**src/rtl/pwm_pair_pkg.sv**
```systemverilog
// Package: shared selector and mode encodings for the PWM channel pair.
// Assumes a 2-bit register selector and a 1-bit mode control.
package pwm_pair_pkg;

    typedef enum logic [1:0] {
        SEL_PERIOD = 2'd0,
        SEL_CMP_A  = 2'd1,
        SEL_CMP_B  = 2'd2,
        SEL_MODE   = 2'd3
    } reg_sel_e;

    typedef enum logic {
        MODE_DESC = 1'b0,
        MODE_SYMM = 1'b1
    } count_mode_e;

    localparam int NUM_CMP = 2;

endpackage

```
**src/rtl/pwm_shadow_bank.sv**
```systemverilog
// Module: queued and active copies of the period and compare values.
// The write port fills the queued copy. A commit copies queued to active
// when the counter sits at zero and an update request is pending or is
// arriving in that cycle. The mode bit is not queued.
// Assumes at_zero comes from the counter register of the same clock domain.
module pwm_shadow_bank
    import pwm_pair_pkg::*;
#(
    parameter int W = 16
) (
    input  logic                      clk,
    input  logic                      rst_n,
    input  logic                      wr_en,
    input  logic [1:0]                wr_sel,
    input  logic [W-1:0]              wr_data,
    input  logic                      upd_req,
    input  logic                      at_zero,
    input  logic [1:0]                rd_sel,
    output logic [W-1:0]              rd_data,
    output logic [W-1:0]              act_period,
    output logic [NUM_CMP-1:0][W-1:0] act_cmp,
    output logic [W-1:0]              period_next,
    output logic                      pending,
    output count_mode_e               mode
);

    logic [W-1:0]              shd_period;
    logic [NUM_CMP-1:0][W-1:0] shd_cmp;
    logic                      commit;
    reg_sel_e                  wsel;

    assign wsel   = reg_sel_e'(wr_sel);
    assign commit = at_zero && (pending || upd_req);

    // Reload value seen by the counter: new period when committing now.
    assign period_next = commit ? shd_period : act_period;

    // Queued register file, written from the port.
    always_ff @(posedge clk) begin
        if (!rst_n) begin
            shd_period <= '0;
            shd_cmp    <= '0;
            mode       <= MODE_DESC;
        end else if (wr_en) begin
            case (wsel)
                SEL_PERIOD: shd_period <= wr_data;
                SEL_CMP_A:  shd_cmp[0] <= wr_data;
                SEL_CMP_B:  shd_cmp[1] <= wr_data;
                default:    mode       <= count_mode_e'(wr_data[0]);
            endcase
        end
    end

    // Active copy, loaded from the pre-write queued values on commit.
    always_ff @(posedge clk) begin
        if (!rst_n) begin
            act_period <= '0;
            act_cmp    <= '0;
        end else if (commit) begin
            act_period <= shd_period;
            act_cmp    <= shd_cmp;
        end
    end

    // Update-request flag: set by a request, cleared by the commit.
    always_ff @(posedge clk) begin
        if (!rst_n)       pending <= 1'b0;
        else if (commit)  pending <= 1'b0;
        else if (upd_req) pending <= 1'b1;
    end

    // Read-back of the queued copy.
    always_comb begin
        case (reg_sel_e'(rd_sel))
            SEL_PERIOD: rd_data = shd_period;
            SEL_CMP_A:  rd_data = shd_cmp[0];
            SEL_CMP_B:  rd_data = shd_cmp[1];
            default:    rd_data = {{(W-1){1'b0}}, mode};
        endcase
    end

    // active values change only right after a counter-zero tick.
    a_r4_commit_only_at_zero: assert property (@(posedge clk) disable iff (!rst_n)
        (!$stable(act_period) || !$stable(act_cmp)) |-> $past(at_zero));

    // a pending request is consumed by the zero tick.
    a_r5_pending_clears: assert property (@(posedge clk) disable iff (!rst_n)
        (pending && at_zero) |=> !pending);

    // a request away from zero is remembered.
    a_r5_request_held: assert property (@(posedge clk) disable iff (!rst_n)
        (upd_req && !at_zero) |=> pending);

    // a request in a zero cycle commits at once and leaves no flag.
    a_r9_request_at_zero: assert property (@(posedge clk) disable iff (!rst_n)
        (upd_req && at_zero) |=> !pending);

endmodule

```
**src/rtl/pwm_timebase.sv**
```systemverilog
// Module: counter for the PWM pair, descending or symmetric.
// Descending: P..0, reload from period_next. Symmetric: 1..P on the rise,
// P-1..0 on the fall; the zero tick belongs to the fall. A zero period
// parks the counter at 0. Sync forces 0 and the falling direction.
// Assumes act_period changes only on a zero tick.
module pwm_timebase
    import pwm_pair_pkg::*;
#(
    parameter int W = 16
) (
    input  logic        clk,
    input  logic        rst_n,
    input  count_mode_e mode,
    input  logic        sync_req,
    input  logic [W-1:0] period_next,
    input  logic [W-1:0] act_period,
    output logic [W-1:0] cnt,
    output logic         falling,
    output logic         at_zero
);

    assign at_zero = (cnt == '0);

    // Counter and direction update.
    always_ff @(posedge clk) begin
        if (!rst_n) begin
            cnt     <= '0;
            falling <= 1'b1;
        end else if (sync_req) begin
            cnt     <= '0;
            falling <= 1'b1;
        end else if (mode == MODE_DESC) begin
            cnt     <= at_zero ? period_next : cnt - W'(1);
            falling <= 1'b1;
        end else if (at_zero) begin
            cnt     <= (period_next == '0) ? '0 : W'(1);
            falling <= (period_next == '0);
        end else if (!falling && cnt < act_period) begin
            cnt     <= cnt + W'(1);
        end else begin
            cnt     <= cnt - W'(1);
            falling <= 1'b1;
        end
    end

    // the counter never leaves the range 0..period.
    a_r2_cnt_in_range: assert property (@(posedge clk) disable iff (!rst_n)
        cnt <= act_period);

    // sync brings the counter to zero at the next edge.
    a_r6_sync_zero: assert property (@(posedge clk) disable iff (!rst_n)
        sync_req |=> at_zero);

endmodule

```
**src/rtl/pwm_compare.sv**
```systemverilog
// Module: one compare unit. High while the counter is above the compare
// value. In symmetric mode, equality also counts on the falling half.
// Assumes cnt never exceeds act_period.
module pwm_compare
    import pwm_pair_pkg::*;
#(
    parameter int W = 16
) (
    input  logic         clk,
    input  logic         rst_n,
    input  count_mode_e  mode,
    input  logic [W-1:0] cnt,
    input  logic         falling,
    input  logic [W-1:0] cmp,
    input  logic [W-1:0] act_period,
    output logic         out
);

    // Output decision.
    always_comb begin
        out = (cnt > cmp) || (mode == MODE_SYMM && falling && cnt == cmp);
    end

    // a compare value above the period keeps the output low.
    a_r3_low_above_period: assert property (@(posedge clk) disable iff (!rst_n)
        (cmp > act_period) |-> !out);

endmodule

```
**src/rtl/pwm_pair_gen.sv**
```systemverilog
// Module: top of the PWM channel pair. It ties the queued/active register
// bank, the counter and one compare unit per output together.
// Assumes a single clock; all inputs are synchronous to clk.
module pwm_pair_gen
    import pwm_pair_pkg::*;
#(
    parameter int W = 16
) (
    input  logic         clk,
    input  logic         rst_n,
    input  logic         wr_en,
    input  logic [1:0]   wr_sel,
    input  logic [W-1:0] wr_data,
    input  logic         upd_req,
    input  logic         sync_req,
    input  logic [1:0]   rd_sel,
    output logic [W-1:0] rd_data,
    output logic         out_a,
    output logic         out_b,
    output logic         zero_evt,
    output logic         upd_pending
);

    logic [W-1:0]              act_period;
    logic [NUM_CMP-1:0][W-1:0] act_cmp;
    logic [W-1:0]              period_next;
    logic [W-1:0]              cnt;
    logic                      falling;
    logic                      at_zero;
    logic [NUM_CMP-1:0]        outs;
    count_mode_e               mode;

    pwm_shadow_bank #(.W(W)) u_bank (
        .clk(clk), .rst_n(rst_n), .wr_en(wr_en), .wr_sel(wr_sel),
        .wr_data(wr_data), .upd_req(upd_req), .at_zero(at_zero),
        .rd_sel(rd_sel), .rd_data(rd_data), .act_period(act_period),
        .act_cmp(act_cmp), .period_next(period_next),
        .pending(upd_pending), .mode(mode)
    );

    pwm_timebase #(.W(W)) u_tb (
        .clk(clk), .rst_n(rst_n), .mode(mode), .sync_req(sync_req),
        .period_next(period_next), .act_period(act_period),
        .cnt(cnt), .falling(falling), .at_zero(at_zero)
    );

    for (genvar g = 0; g < NUM_CMP; g++) begin : g_cmp
        pwm_compare #(.W(W)) u_cmp (
            .clk(clk), .rst_n(rst_n), .mode(mode), .cnt(cnt),
            .falling(falling), .cmp(act_cmp[g]),
            .act_period(act_period), .out(outs[g])
        );
    end

    assign out_a    = outs[0];
    assign out_b    = outs[1];
    assign zero_evt = at_zero;

    // with a nonzero period the zero strobe lasts one clock.
    a_r8_zero_one_clock: assert property (@(posedge clk) disable iff (!rst_n)
        (zero_evt && !sync_req) |=> (act_period == '0) || !zero_evt);

endmodule

```
**config.mk**
```make
export PLATFORM = sky130hd
export DESIGN_NAME = pwm_pair_gen
export DESIGN_NICKNAME = d
export VERILOG_FILES = /design/src/rtl/pwm_pair_pkg.sv /design/src/rtl/pwm_shadow_bank.sv /design/src/rtl/pwm_timebase.sv /design/src/rtl/pwm_compare.sv /design/src/rtl/pwm_pair_gen.sv
export SDC_FILE = /design/constraint.sdc
export NUM_CORES = 1
export LEC_CHECK = 0
export ABC_AREA = 0
export BUFFER_PORTS_ARGS = -buffer_cell sky130_fd_sc_hd__buf_2
export CAP_MARGIN = 5
export CORE_MARGIN = 8
export CORE_UTILIZATION = 50
export CTS_CLUSTER_DIAMETER = 50
export DETAILED_ROUTE_END_ITERATION = 7
export PLACE_DENSITY = 0.78
export SETUP_SLACK_MARGIN = 0.15
export SLEW_MARGIN = 10
export SYNTH_ARGS = -nofsm -noshare
export SYNTH_HDL_FRONTEND = slang
export SYNTH_SLANG_ARGS = --single-unit
```
**constraint.sdc**
```tcl
create_clock -name clk -period 4.9 [get_ports clk]
set_clock_uncertainty 0.15 [all_clocks]
set_input_delay 0.245 -clock clk [delete_from_list [all_inputs] [get_ports clk]]
set_output_delay 0.245 -clock clk [all_outputs]
set_load 0.1 [all_outputs]
```
==> parameters.txt, run 1 <==
Parameter                              Value

Run status
  Run status    finished clean

Clock network
  Largest buffer count on any clock path    2
  H-Tree Level Count    4
  TritonCTS clock tree    built
  # resized after CTS    0
  Clock insertion delay at the later pin of the skew report    420 ps
  Setup Fix Bufs, Post-CTS    0
  Buffer cell driving the clock tree root    sky130_fd_sc_hd__clkbuf_16
  Total of hold buffers inserted after clock tree synthesis    17
  Num CTS Buffers    17
  Number of sinks driven by the clock tree    115
  Clock transition at the register clock pins on the worst setup and hold paths after CTS    50 ps

Die
  Placement row count    42
  Die area    0.0172 mm^2
  Width of the die    131 um
  Vert. Die Dim    131 um
  Placeable core region    0.0131 mm^2
  I/O pins    45
  Starting density of the core    0.506

Power
  Internal    2.23 mW
  Worst VDD drop    339 uV
  Sequential share of power    0.293
  Comb pwr share    0.399
  Net switching component of the power    1.61 mW
  Relative contribution of the clock network to total power    0.308
  Sw Ratio    0.420
  PwrDens    501 mW/mm^2
  Leak    2.98 nW

Detailed routing
  Total via count in the routed design    5938
  Average wire per cell in the routed design    18.3 um
  Wire length reported by the detailed router    19000 um
  Drc violations    0
  Average via count per standard cell    5.70
  Remaining antenna violation count after routing    0
  Initial drt markers    547
  Number of search-and-repair iterations in the first detailed-routing pass    7

STA
  Worst slew margin relative to its limit    0.213
  Highest clock frequency the design can meet    0.276 GHz
  Fin Hold WS    96.7 ps
  Number of failing hold endpoints at the final stage    0
  Worst-margin pin slew    1180 ps
  Shortest clock period the worst path allows after layout    3620 ps
  Setup repair after global routing missed its margin    no
  Fin crit share    0.739
  Final-report max-slew violation count    0
  Accumulated negative setup slack    0 ps
  Final setup vio count    0

Synthesis
  Number of enable flip-flop cells after synthesis    0
  FFs w/ async S/R, synth    0
  Avg Inst Size Synth    8.17 um^2
  Register bit count reported by yosys    115
  Sequential area share after synthesis    0.346
  Top FF cell, synth    sky130_fd_sc_hd__dfxtp_1
  Synth unique cells    54
  Warnings from Yosys    0
  Mapped Cells    814
  Synthesized net count    888
  Mapped cell area    0.00665 mm^2

Cells and area
  P&R area growth vs syn    15.4%
  Number of fill cells    1180
  N_diodes    0
  Layout cell share with drive strength beyond 1    0.141
  # nets final    927

Setup path
  CP Launch Point    u_tb.cnt[7]$_SDFF_PP0_
  Length in cells of the worst reg-to-reg path    7
  Critical-path cell list    ha_1 -> nand4_1 -> nor2_1 -> a2111oi_0 -> a31oi_1 -> a2111oi_0 -> a31oi_1 -> buf_2
  Reg-to-Reg End    u_tb.cnt[10]$_SDFF_PP0_
  Capturing element type of the critical path    output pin
  Endpoint arrival time on the critical path    3230 ps
  CP required    4510 ps
  Critical Path Source Type    register
  Crit path max fanout    14
  Crit path buf inv count    1
  CP max stage cell    sky130_fd_sc_hd__dfxtp_1
  Setup CP Type    register to output pin
  Cell family contributing the most delay on the critical path    compound AO/OA/AOI/OAI gates
  R2R Setup Slk    1820 ps
  RR Startpoint    u_tb.cnt[8]$_SDFF_PP0_
  Crit-path max cell delay    650 ps

Hold path
  Worst Hold End    u_bank.mode$_SDFFE_PN0P_
  Beginning of the worst hold path    wr_sel[0]
  Min-Delay Path Class    input port to register
  Depth of the worst hold-timing path    4

Global routing
  Number of global-route vias before repair    5709
  Initial antenna violation count    0
  GRT Resource Usage Total    0.219
  First-pass GRT wire length    30200 um
  Overflow left after global routing    0
  Maximum number of pins on one net before global-route repair    101

Place
  DPL Wire Length    13500 um
  Buffers on Ports    44
  Routability-driven placement congestion ratio    0.958

Job
  Number of maximum-capacitance violations    0
[through the flow]
step | instance area (um^2) | util | cells | setup slack [ps] | power [mW]
final | 7670 | 0.584 | 1042 | 1280 | 3.84
after global routing | 7670 | 0.584 | 1042 | 1040 | 4.03
after CTS | 7670 | 0.584 | 1042 | 1290 | 3.84
after detailed placement | 6930 | 0.527 | 993 | 1860 | 2.63
after global placement | 6930 | 0.527 | 993 | 1930 | 2.62
after floorplan | 6650 | - | 814 | 1200 | 2.33
[flip-flops by register name, indices dropped and copies added, names as in the netlist]
name,flops
u_tb.falling,1
u_bank.shd_period,16
u_bank.pending,1
u_bank.act_cmp,32
u_bank.mode,1
u_bank.shd_cmp,32
u_tb.cnt,16
u_bank.act_period,16
[power by group through the flow]
stage / clock (mW) / sequential [mW] / combinational, mW
3_3_place_gp: 0 / 1.14 / 1.48
3_5_place_dp: 0 / 1.14 / 1.49
5_1_grt: 1.24 / 1.14 / 1.66
6_report: 1.19 / 1.13 / 1.53
4_1_cts: 1.20 / 1.12 / 1.52
2_1_floorplan: 0 / 1.11 / 1.22
[tightest hold or removal path: cells and delay by family]
kind	cells	cell delay, ps
AND/OR/NAND/NOR	2	180
buffers and inverters	1	130
multiplexers	1	70
[area by class of cell]
class                   count  area, um^2  area share
clock buffers              18         439      0.0573
clock inverters            14         131      0.0171
inverters                  49         184      0.0240
multi-input cells         603        3960       0.516
flip-flops and latches    115        2300       0.300
well taps                 176         220      0.0287
repair buffers             67         435      0.0568
[cell usage after synthesis, types with 9 or more instances]
library cell / count / area [um^2]
sky130_fd_sc_hd__a21o_1: 9 / 67.6
sky130_fd_sc_hd__nand3_1: 13 / 65.1
sky130_fd_sc_hd__a21boi_2: 29 / 327
sky130_fd_sc_hd__o21ai_0: 38 / 190
sky130_fd_sc_hd__nor2_1: 25 / 93.8
sky130_fd_sc_hd__nor4_1: 12 / 75.1
sky130_fd_sc_hd__nor2b_1: 19 / 119
sky130_fd_sc_hd__clkbuf_1: 39 / 146
sky130_fd_sc_hd__mux2i_1: 38 / 380
sky130_fd_sc_hd__ha_1: 49 / 613
sky130_fd_sc_hd__inv_1: 49 / 184
sky130_fd_sc_hd__nand4_1: 11 / 68.8
sky130_fd_sc_hd__nand2_1: 201 / 754
sky130_fd_sc_hd__xnor2_1: 9 / 78.8
sky130_fd_sc_hd__dfxtp_1: 115 / 2300
sky130_fd_sc_hd__a21boi_0: 53 / 398
sky130_fd_sc_hd__a21oi_1: 13 / 65.1
[cells by family after synthesis]
group,after synthesis,share of synthesized area
and+or+nand+nor,317,0.216
AOI/OAI and AO/OA,182,0.204
DFF,115,0.346
buffers and inverters,96,0.0593
adders and majority gates,49,0.0922
muxes,39,0.0606
xor gates and xnor gates,16,0.0211
[cells in the final DEF (no fill, tap or decap), drive strengths merged, types with 19 or more instances in the layout]
cell      n
nand2   203
dfxtp   115
a21boi   83
inv      52
buf      50
ha       49
o21ai    38
mux2i    38
nor2     26
nor2b    19
[worst max path at each step]
stage / endpoint / slack (ps) / cells past startpoint
after floorplan: rd_data[10] / 1200 / 4
after detailed placement: out_a / 1860 / 8
after global placement: u_tb.cnt[0]$_SDFF_PP0_ / 1930 / 8
final: out_a / 1280 / 8
after CTS: out_a / 1290 / 8
after global routing: out_a / 1040 / 8
[metal layers]
metal,vias to the layer above,track usage,wire length [um]
li1,2865,-,-
met2,244,0.357,8950
met4,0,0.0989,640
met5,-,0,0
met3,41,0.0492,1380
met1,2788,0.271,8070
No activity file was read; power rests on OpenSTA's default activity.
==> run 2: changes to the inputs <==
Clock period 4.9 ns to 3.4 ns, I/O delays scaled along.
==> parameters.txt, run 2 (synthesis gave the netlist of run 1 again) <==
Parameter                              Value

Run status
  Run status    finished clean (unchanged)

Die
  I/O pins    45 (unchanged)
  Starting density of the core    0.506 (unchanged)
  Vert. Die Dim    131 um (unchanged)
  Width of the die    131 um (unchanged)
  Placement row count    42 (unchanged)
  Placeable core region    0.0131 mm^2 (unchanged)
  Die area    0.0172 mm^2 (unchanged)

Setup path
  Critical-path cell list    inv_1 -> ha_1 -> or3b_1 -> nor2_1 -> and3_1 -> buf_2 (was ha_1 -> nand4_1 -> nor2_1 -> a2111oi_0 -> a31oi_1 -> a2111oi_0 -> a31oi_1 -> buf_2)
  Capturing element type of the critical path    output pin (unchanged)
  Setup CP Type    register to output pin (unchanged)
  CP required    3080 ps (was 4510 ps)
  Crit-path max cell delay    510 ps (was 650 ps)
  Endpoint arrival time on the critical path    2800 ps (was 3230 ps)
  CP max stage cell    sky130_fd_sc_hd__buf_2 (was sky130_fd_sc_hd__dfxtp_1)
  Crit path max fanout    11 (was 14)
  Critical Path Source Type    register (unchanged)
  Cell family contributing the most delay on the critical path    simple AND/OR/NAND/NOR gates (was compound AO/OA/AOI/OAI gates)
  Crit path buf inv count    2 (was 1)

Cells and area
  N_diodes    0 (unchanged)
  Highest-count cells in the layout ignoring fill and taps    201 x sky130_fd_sc_hd__nand2_1, 110 x sky130_fd_sc_hd__dfxtp_1, 53 x sky130_fd_sc_hd__a21boi_0, 49 x sky130_fd_sc_hd__inv_1, 49 x sky130_fd_sc_hd__ha_1 (was 201 x sky130_fd_sc_hd__nand2_1, 115 x sky130_fd_sc_hd__dfxtp_1, 53 x sky130_fd_sc_hd__a21boi_0, 49 x sky130_fd_sc_hd__inv_1, 49 x sky130_fd_sc_hd__ha_1)
  Area taken by multi-input logic gates    0.00396 mm^2 (about the same)
  # nets final    936 (was 927)
  Number of fill cells    1137 (was 1180)
  Final core utilization    0.594 (was 0.584)
  P&R area growth vs syn    17.4% (was 15.4%)
  Most frequent standard cell in the layout excluding fill and tap cells    sky130_fd_sc_hd__nand2_1 (unchanged)
  Largest registers    u_bank.act_cmp: 32 flops, u_bank.shd_cmp: 32 flops (unchanged)
  Layout cell share with drive strength beyond 1    0.152 (was 0.141)
  Sequential cell area    0.00231 mm^2 (was 0.00230 mm^2)

Clock network
  Largest buffer count on any clock path    2 (unchanged)
  Setup Fix Bufs, Post-CTS    0 (unchanged)
  H-Tree Level Count    4 (unchanged)
  Number of sinks driven by the clock tree    115 (unchanged)
  TritonCTS clock tree    built (unchanged)
  Num CTS Buffers    17 (unchanged)
  Buffer cell driving the clock tree root    sky130_fd_sc_hd__clkbuf_16 (unchanged)
  Clock insertion delay at the later pin of the skew report    420 ps (about the same)
  Clock transition at the register clock pins on the worst setup and hold paths after CTS    50 ps (about the same)

Detailed routing
  Remaining antenna violation count after routing    0 (unchanged)
  Initial drt markers    596 (was 547)
  Wire length reported by the detailed router    18900 um (was 19000 um)
  Number of search-and-repair iterations in the first detailed-routing pass    5 (was 7)
  Drc violations    0 (unchanged)
  Average wire per cell in the routed design    18.0 um (was 18.3 um)
  Average via count per standard cell    5.66 (was 5.70)
  Total via count in the routed design    5953 (was 5938)

STA
  Final setup vio count    0 (unchanged)
  Number of failing hold endpoints at the final stage    0 (unchanged)
  Fin Hold WS    37.9 ps (was 96.7 ps)
  Worst slew margin relative to its limit    0.224 (was 0.213)
  Fin crit share    0.917
  Accumulated negative setup slack    0 ps (unchanged)
  Setup repair after global routing missed its margin    no (unchanged)
  Worst-margin pin slew    1160 ps (was 1180 ps)
  Final-report max-slew violation count    0 (unchanged)
  Shortest clock period the worst path allows after layout    3120 ps
  Highest clock frequency the design can meet    0.321 GHz

Place
  DPL Wire Length    13700 um (was 13500 um)
  Routability-driven placement congestion ratio    0.949 (was 0.958)
  Buffers on Ports    44 (unchanged)

Global routing
  GRT Resource Usage Total    0.217 (was 0.219)
  Maximum number of pins on one net before global-route repair    99 (was 101)
  First-pass GRT wire length    29800 um (was 30200 um)
  Initial antenna violation count    0 (unchanged)
  Number of global-route vias before repair    5590 (was 5709)
  Overflow left after global routing    0 (unchanged)

Job
  Number of maximum-capacitance violations    0 (unchanged)

Power
  Worst VDD drop    404 uV (was 339 uV)
  PwrDens    733 mW/mm^2 (was 501 mW/mm^2)
  Leak    3.06 nW (was 2.98 nW)
  Power, Total    5.72 mW (was 3.84 mW)

Hold path
  Min-Delay Path Class    input port to register (unchanged)
-- run 2: changes by cell type in the layout (fill, tap and decap cells not counted), moves of 3 or more --
cell / previous run / this run
sky130_fd_sc_hd__inv_6: 3 / 0
sky130_fd_sc_hd__buf_4: 6 / 13
sky130_fd_sc_hd__dfxtp_2: 0 / 5
sky130_fd_sc_hd__clkbuf_8: 1 / 5
sky130_fd_sc_hd__o21ai_1: 0 / 9
sky130_fd_sc_hd__dfxtp_1: 115 / 110
sky130_fd_sc_hd__clkinv_4: 6 / 0
sky130_fd_sc_hd__o21ai_0: 38 / 29
-- run 2: metrics by stage --
| stage | cells | worst slack, ps | cell area (um^2) |
|---|---|---|---|
| 6_report | 1051 | 282 | 7800 |
| 5_1_grt | 1051 | 150 | 7800 |
| 2_1_floorplan | 814 | 279 | 6650 |
| 4_1_cts | 1051 | 198 | 7800 |
| 3_3_place_gp | 1000 | 547 | 6980 |
| 3_5_place_dp | 1000 | 520 | 6980 |
-- run 2: cell type report --
class	count	area share
Sequential cell	115	0.296
Inverter	49	0.0236
Multi-Input combinational cell	603	0.507
Timing Repair Buffer	76	0.0654
Tap cell	176	0.0282
Clock buffer	23	0.0638
Clock inverter	9	0.0160
-- run 2: power by group --
group,total (mW),internal [mW],switching (mW)
clock network,1.86,1.24,0.621
logic,2.23,0.767,1.47
registers,1.63,1.45,0.172
-- run 2: per-layer routing --
metal,up-vias,global-route usage,wire [um]
met2,244,0.343,8600
met3,44,0.0434,1380
met5,-,0,0
met1,2768,0.278,8320
met4,0,0.107,642
li1,2897,-,-
-- run 2: timing repair --
action | 4_1_cts | 5_1_grt
hold buffers | 19 | 0
setup endpoints to repair | 1 | 1
hold endpoints to repair | 51 | 0
gates resized for setup | 1 | 6
-- run 2: final timing paths --
path              slack (ps)  cells past startpoint                         endpoint                             from
setup reg to reg         420                     10          u_tb.cnt[12]$_SDFF_PP0_           u_tb.cnt[0]$_SDFF_PP0_
setup / recovery         280                      6                         zero_evt           u_tb.cnt[0]$_SDFF_PP0_
hold / removal            40                      3      u_bank.pending$_SDFFE_PP0P_                          upd_req
hold reg to reg          300                      2  u_bank.act_cmp[20]$_SDFFE_PN0P_  u_bank.act_cmp[20]$_SDFFE_PN0P_
-- run 2: worst register-to-register path, cell delays in order (launching register included) --
cell and delay (ps):
sky130_fd_sc_hd__dfxtp_1 350, sky130_fd_sc_hd__inv_1 160, sky130_fd_sc_hd__ha_1 180, sky130_fd_sc_hd__or3b_1 450
sky130_fd_sc_hd__nor2_1 240, sky130_fd_sc_hd__and3_1 480, sky130_fd_sc_hd__nand2b_1 230, sky130_fd_sc_hd__buf_4 180
sky130_fd_sc_hd__a21oi_1 110, sky130_fd_sc_hd__a22oi_1 220, sky130_fd_sc_hd__o21ai_0 110
==> run 3: changes to the inputs <==
Settings changed: PLACE_DENSITY 0.78 to 0.8.
==> parameters.txt, run 3 (synthesis gave the netlist of run 1 again) <==
Parameter                              Value

Global routing
  Initial antenna violation count    0 (unchanged)
  First-pass GRT wire length    32200 um (was 29800 um)
  Number of global-route vias before repair    6009 (was 5590)
  Overflow left after global routing    0 (unchanged)
  Maximum number of pins on one net before global-route repair    92 (was 99)
  GRT Resource Usage Total    0.231 (was 0.217)

Detailed routing
  Wire length reported by the detailed router    19900 um (was 18900 um)
  Total via count in the routed design    6140 (was 5953)
  Average wire per cell in the routed design    18.7 um (was 18.0 um)
  Remaining antenna violation count after routing    0 (unchanged)
  Number of search-and-repair iterations in the first detailed-routing pass    5 (unchanged)
  Drc violations    0 (unchanged)
  Initial drt markers    566 (was 596)
  Average via count per standard cell    5.79 (was 5.66)

STA
  Accumulated negative setup slack    0 ps (unchanged)
  Worst slew margin relative to its limit    0.205 (was 0.224)
  Shortest clock period the worst path allows after layout    3070 ps (was 3120 ps)
  Highest clock frequency the design can meet    0.326 GHz (was 0.321 GHz)
  Final-report max-slew violation count    0 (unchanged)
  Worst-margin pin slew    1190 ps (was 1160 ps)
  Number of failing hold endpoints at the final stage    0 (unchanged)
  Final setup vio count    0 (unchanged)
  Fin crit share    0.902 (was 0.917)
  Setup repair after global routing missed its margin    no (unchanged)

Clock network
  Clock transition at the register clock pins on the worst setup and hold paths after CTS    60 ps (was 50 ps)
  TritonCTS clock tree    built (unchanged)
  Buffer cell driving the clock tree root    sky130_fd_sc_hd__clkbuf_16 (unchanged)
  Num CTS Buffers    17 (unchanged)
  Largest buffer count on any clock path    2 (unchanged)
  Number of sinks driven by the clock tree    115 (unchanged)
  H-Tree Level Count    4 (unchanged)
  Clock insertion delay at the later pin of the skew report    420 ps (about the same)
  Setup Fix Bufs, Post-CTS    0 (unchanged)

Setup path
  Critical Path Source Type    register (unchanged)
  CP max stage cell    sky130_fd_sc_hd__dfxtp_1 (was sky130_fd_sc_hd__buf_2)
  Capturing element type of the critical path    output pin (unchanged)
  Most used cell, CP    sky130_fd_sc_hd__a31oi_1
  Crit-path max cell delay    560 ps (was 510 ps)
  CP required    3080 ps (about the same)
  Critical-path cell list    ha_1 -> nand4_1 -> nor2_1 -> a2111oi_1 -> a31oi_1 -> a2111oi_2 -> a31oi_1 -> buf_6 (was inv_1 -> ha_1 -> or3b_1 -> nor2_1 -> and3_1 -> buf_2)
  Endpoint arrival time on the critical path    2750 ps (was 2800 ps)
  Crit path max fanout    7 (was 11)
  Setup CP Type    register to output pin (unchanged)

Die
  Starting density of the core    0.506 (unchanged)
  Placeable core region    0.0131 mm^2 (unchanged)
  Vert. Die Dim    131 um (unchanged)
  I/O pins    45 (unchanged)
  Placement row count    42 (unchanged)
  Die area    0.0172 mm^2 (unchanged)
  Width of the die    131 um (unchanged)

Run status
  Run status    finished clean (unchanged)

Cells and area
  # nets final    946 (was 936)
  P&R area growth vs syn    18.1% (was 17.4%)
  N_diodes    0 (unchanged)
  Number of standard cells in the final layout excluding fillers    1061 (was 1051)
  Most frequent standard cell in the layout excluding fill and tap cells    sky130_fd_sc_hd__nand2_1 (unchanged)
  Highest-count cells in the layout ignoring fill and taps    201 x sky130_fd_sc_hd__nand2_1, 114 x sky130_fd_sc_hd__dfxtp_1, 53 x sky130_fd_sc_hd__a21boi_0, 49 x sky130_fd_sc_hd__inv_1, 49 x sky130_fd_sc_hd__ha_1 (was 201 x sky130_fd_sc_hd__nand2_1, 110 x sky130_fd_sc_hd__dfxtp_1, 53 x sky130_fd_sc_hd__a21boi_0, 49 x sky130_fd_sc_hd__inv_1, 49 x sky130_fd_sc_hd__ha_1)
  Layout cell share with drive strength beyond 1    0.158 (was 0.152)
  Largest registers    u_bank.act_cmp: 32 flops, u_bank.shd_cmp: 32 flops (unchanged)

Place
  DPL Wire Length    14200 um (was 13700 um)
  Placed cell count    1009 (was 1000)
  Routability-driven placement congestion ratio    0.941 (was 0.949)
  Buffers on Ports    44 (unchanged)

Hold path
  Min-Delay Path Class    input port to register (unchanged)

Job
  Number of maximum-capacitance violations    0 (unchanged)

Power
  Leak    3.09 nW (was 3.06 nW)
  Worst VDD drop    505 uV (was 404 uV)
  Power, Total    5.74 mW (was 5.72 mW)
  PwrDens    731 mW/mm^2 (was 733 mW/mm^2)
-- run 3: cell types whose count changed in the layout (fill, tap and decap cells not counted), moves of 2 or more --
cell / before / now
sky130_fd_sc_hd__buf_4: 13 / 22
sky130_fd_sc_hd__bufinv_16: 3 / 1
sky130_fd_sc_hd__clkbuf_8: 5 / 0
sky130_fd_sc_hd__clkinv_2: 4 / 0
sky130_fd_sc_hd__clkinv_4: 0 / 2
sky130_fd_sc_hd__dfxtp_1: 110 / 114
sky130_fd_sc_hd__dfxtp_2: 5 / 1
sky130_fd_sc_hd__inv_6: 0 / 6
sky130_fd_sc_hd__inv_8: 0 / 4
-- run 3: worst max-delay path, delay by kind of cell (launching register included) --
family	cells	cell delay [ps]
AOI/OAI and AO/OA	4	1020
adders and majority gates	1	330
buffers and inverters	1	230
DFF	1	560
and+or+nand+nor	2	180
-- run 3: stage by stage --
stage	util	area (um^2)	hold WS [ps]	setup WS (ps)
after floorplan	-	6650	123	279
after global routing	0.598	7850	70.7	130
after detailed placement	0.537	7050	235	617
after global placement	0.537	7050	233	608
final	0.598	7850	31.2	332
after CTS	0.597	7850	30.0	197
-- run 3: metal layers --
metal / GRT usage / vias up / share of wire
li1: - / 2907 / -
met5: 0 / - / 0
met2: 0.373 / 273 / 0.46
met4: 0.123 / 0 / 0.044
met1: 0.281 / 2899 / 0.42
met3: 0.0537 / 61 / 0.071
-- run 3: path summary, 6_finish.rpt --
path                                endpoint  cells past startpoint                            from  slack (ps)
max                                    out_a                      8          u_tb.cnt[4]$_SDFF_PP0_         330
min                   u_tb.cnt[4]$_SDFF_PP0_                      5                         upd_req          30
max reg2reg  u_bank.act_cmp[25]$_SDFFE_PN0P_                      8          u_tb.cnt[0]$_SDFF_PP0_         480
min reg2reg   u_bank.act_cmp[8]$_SDFFE_PN0P_                      2  u_bank.act_cmp[8]$_SDFFE_PN0P_         310
-- run 3: cell type report --
class | count | area, um^2
Tap cell | 176 | 220
Timing Repair Buffer | 86 | 592
Clock buffer | 17 | 425
Fill cell | 1128 | 5290
Multi-Input combinational cell | 603 | 3970
Inverter | 49 | 184
Clock inverter | 15 | 160
Sequential cell | 115 | 2300
-- run 3: report_power, final --
part	leakage [nW]	internal (mW)	switching [mW]
Clock	0.284	1.04	0.742
Sequential	0.933	1.45	0.123
Combinational	1.88	0.825	1.56
-- run 3: repair_timing --
| action | in CTS | in global routing |
|---|---|---|
| setup endpoints to repair | 1 | 1 |
| resized for setup | 4 | 2 |
| hold buffers | 20 | 0 |
| pin swaps | 0 | 1 |
| endpoints found under the hold margin | 57 | 0 |
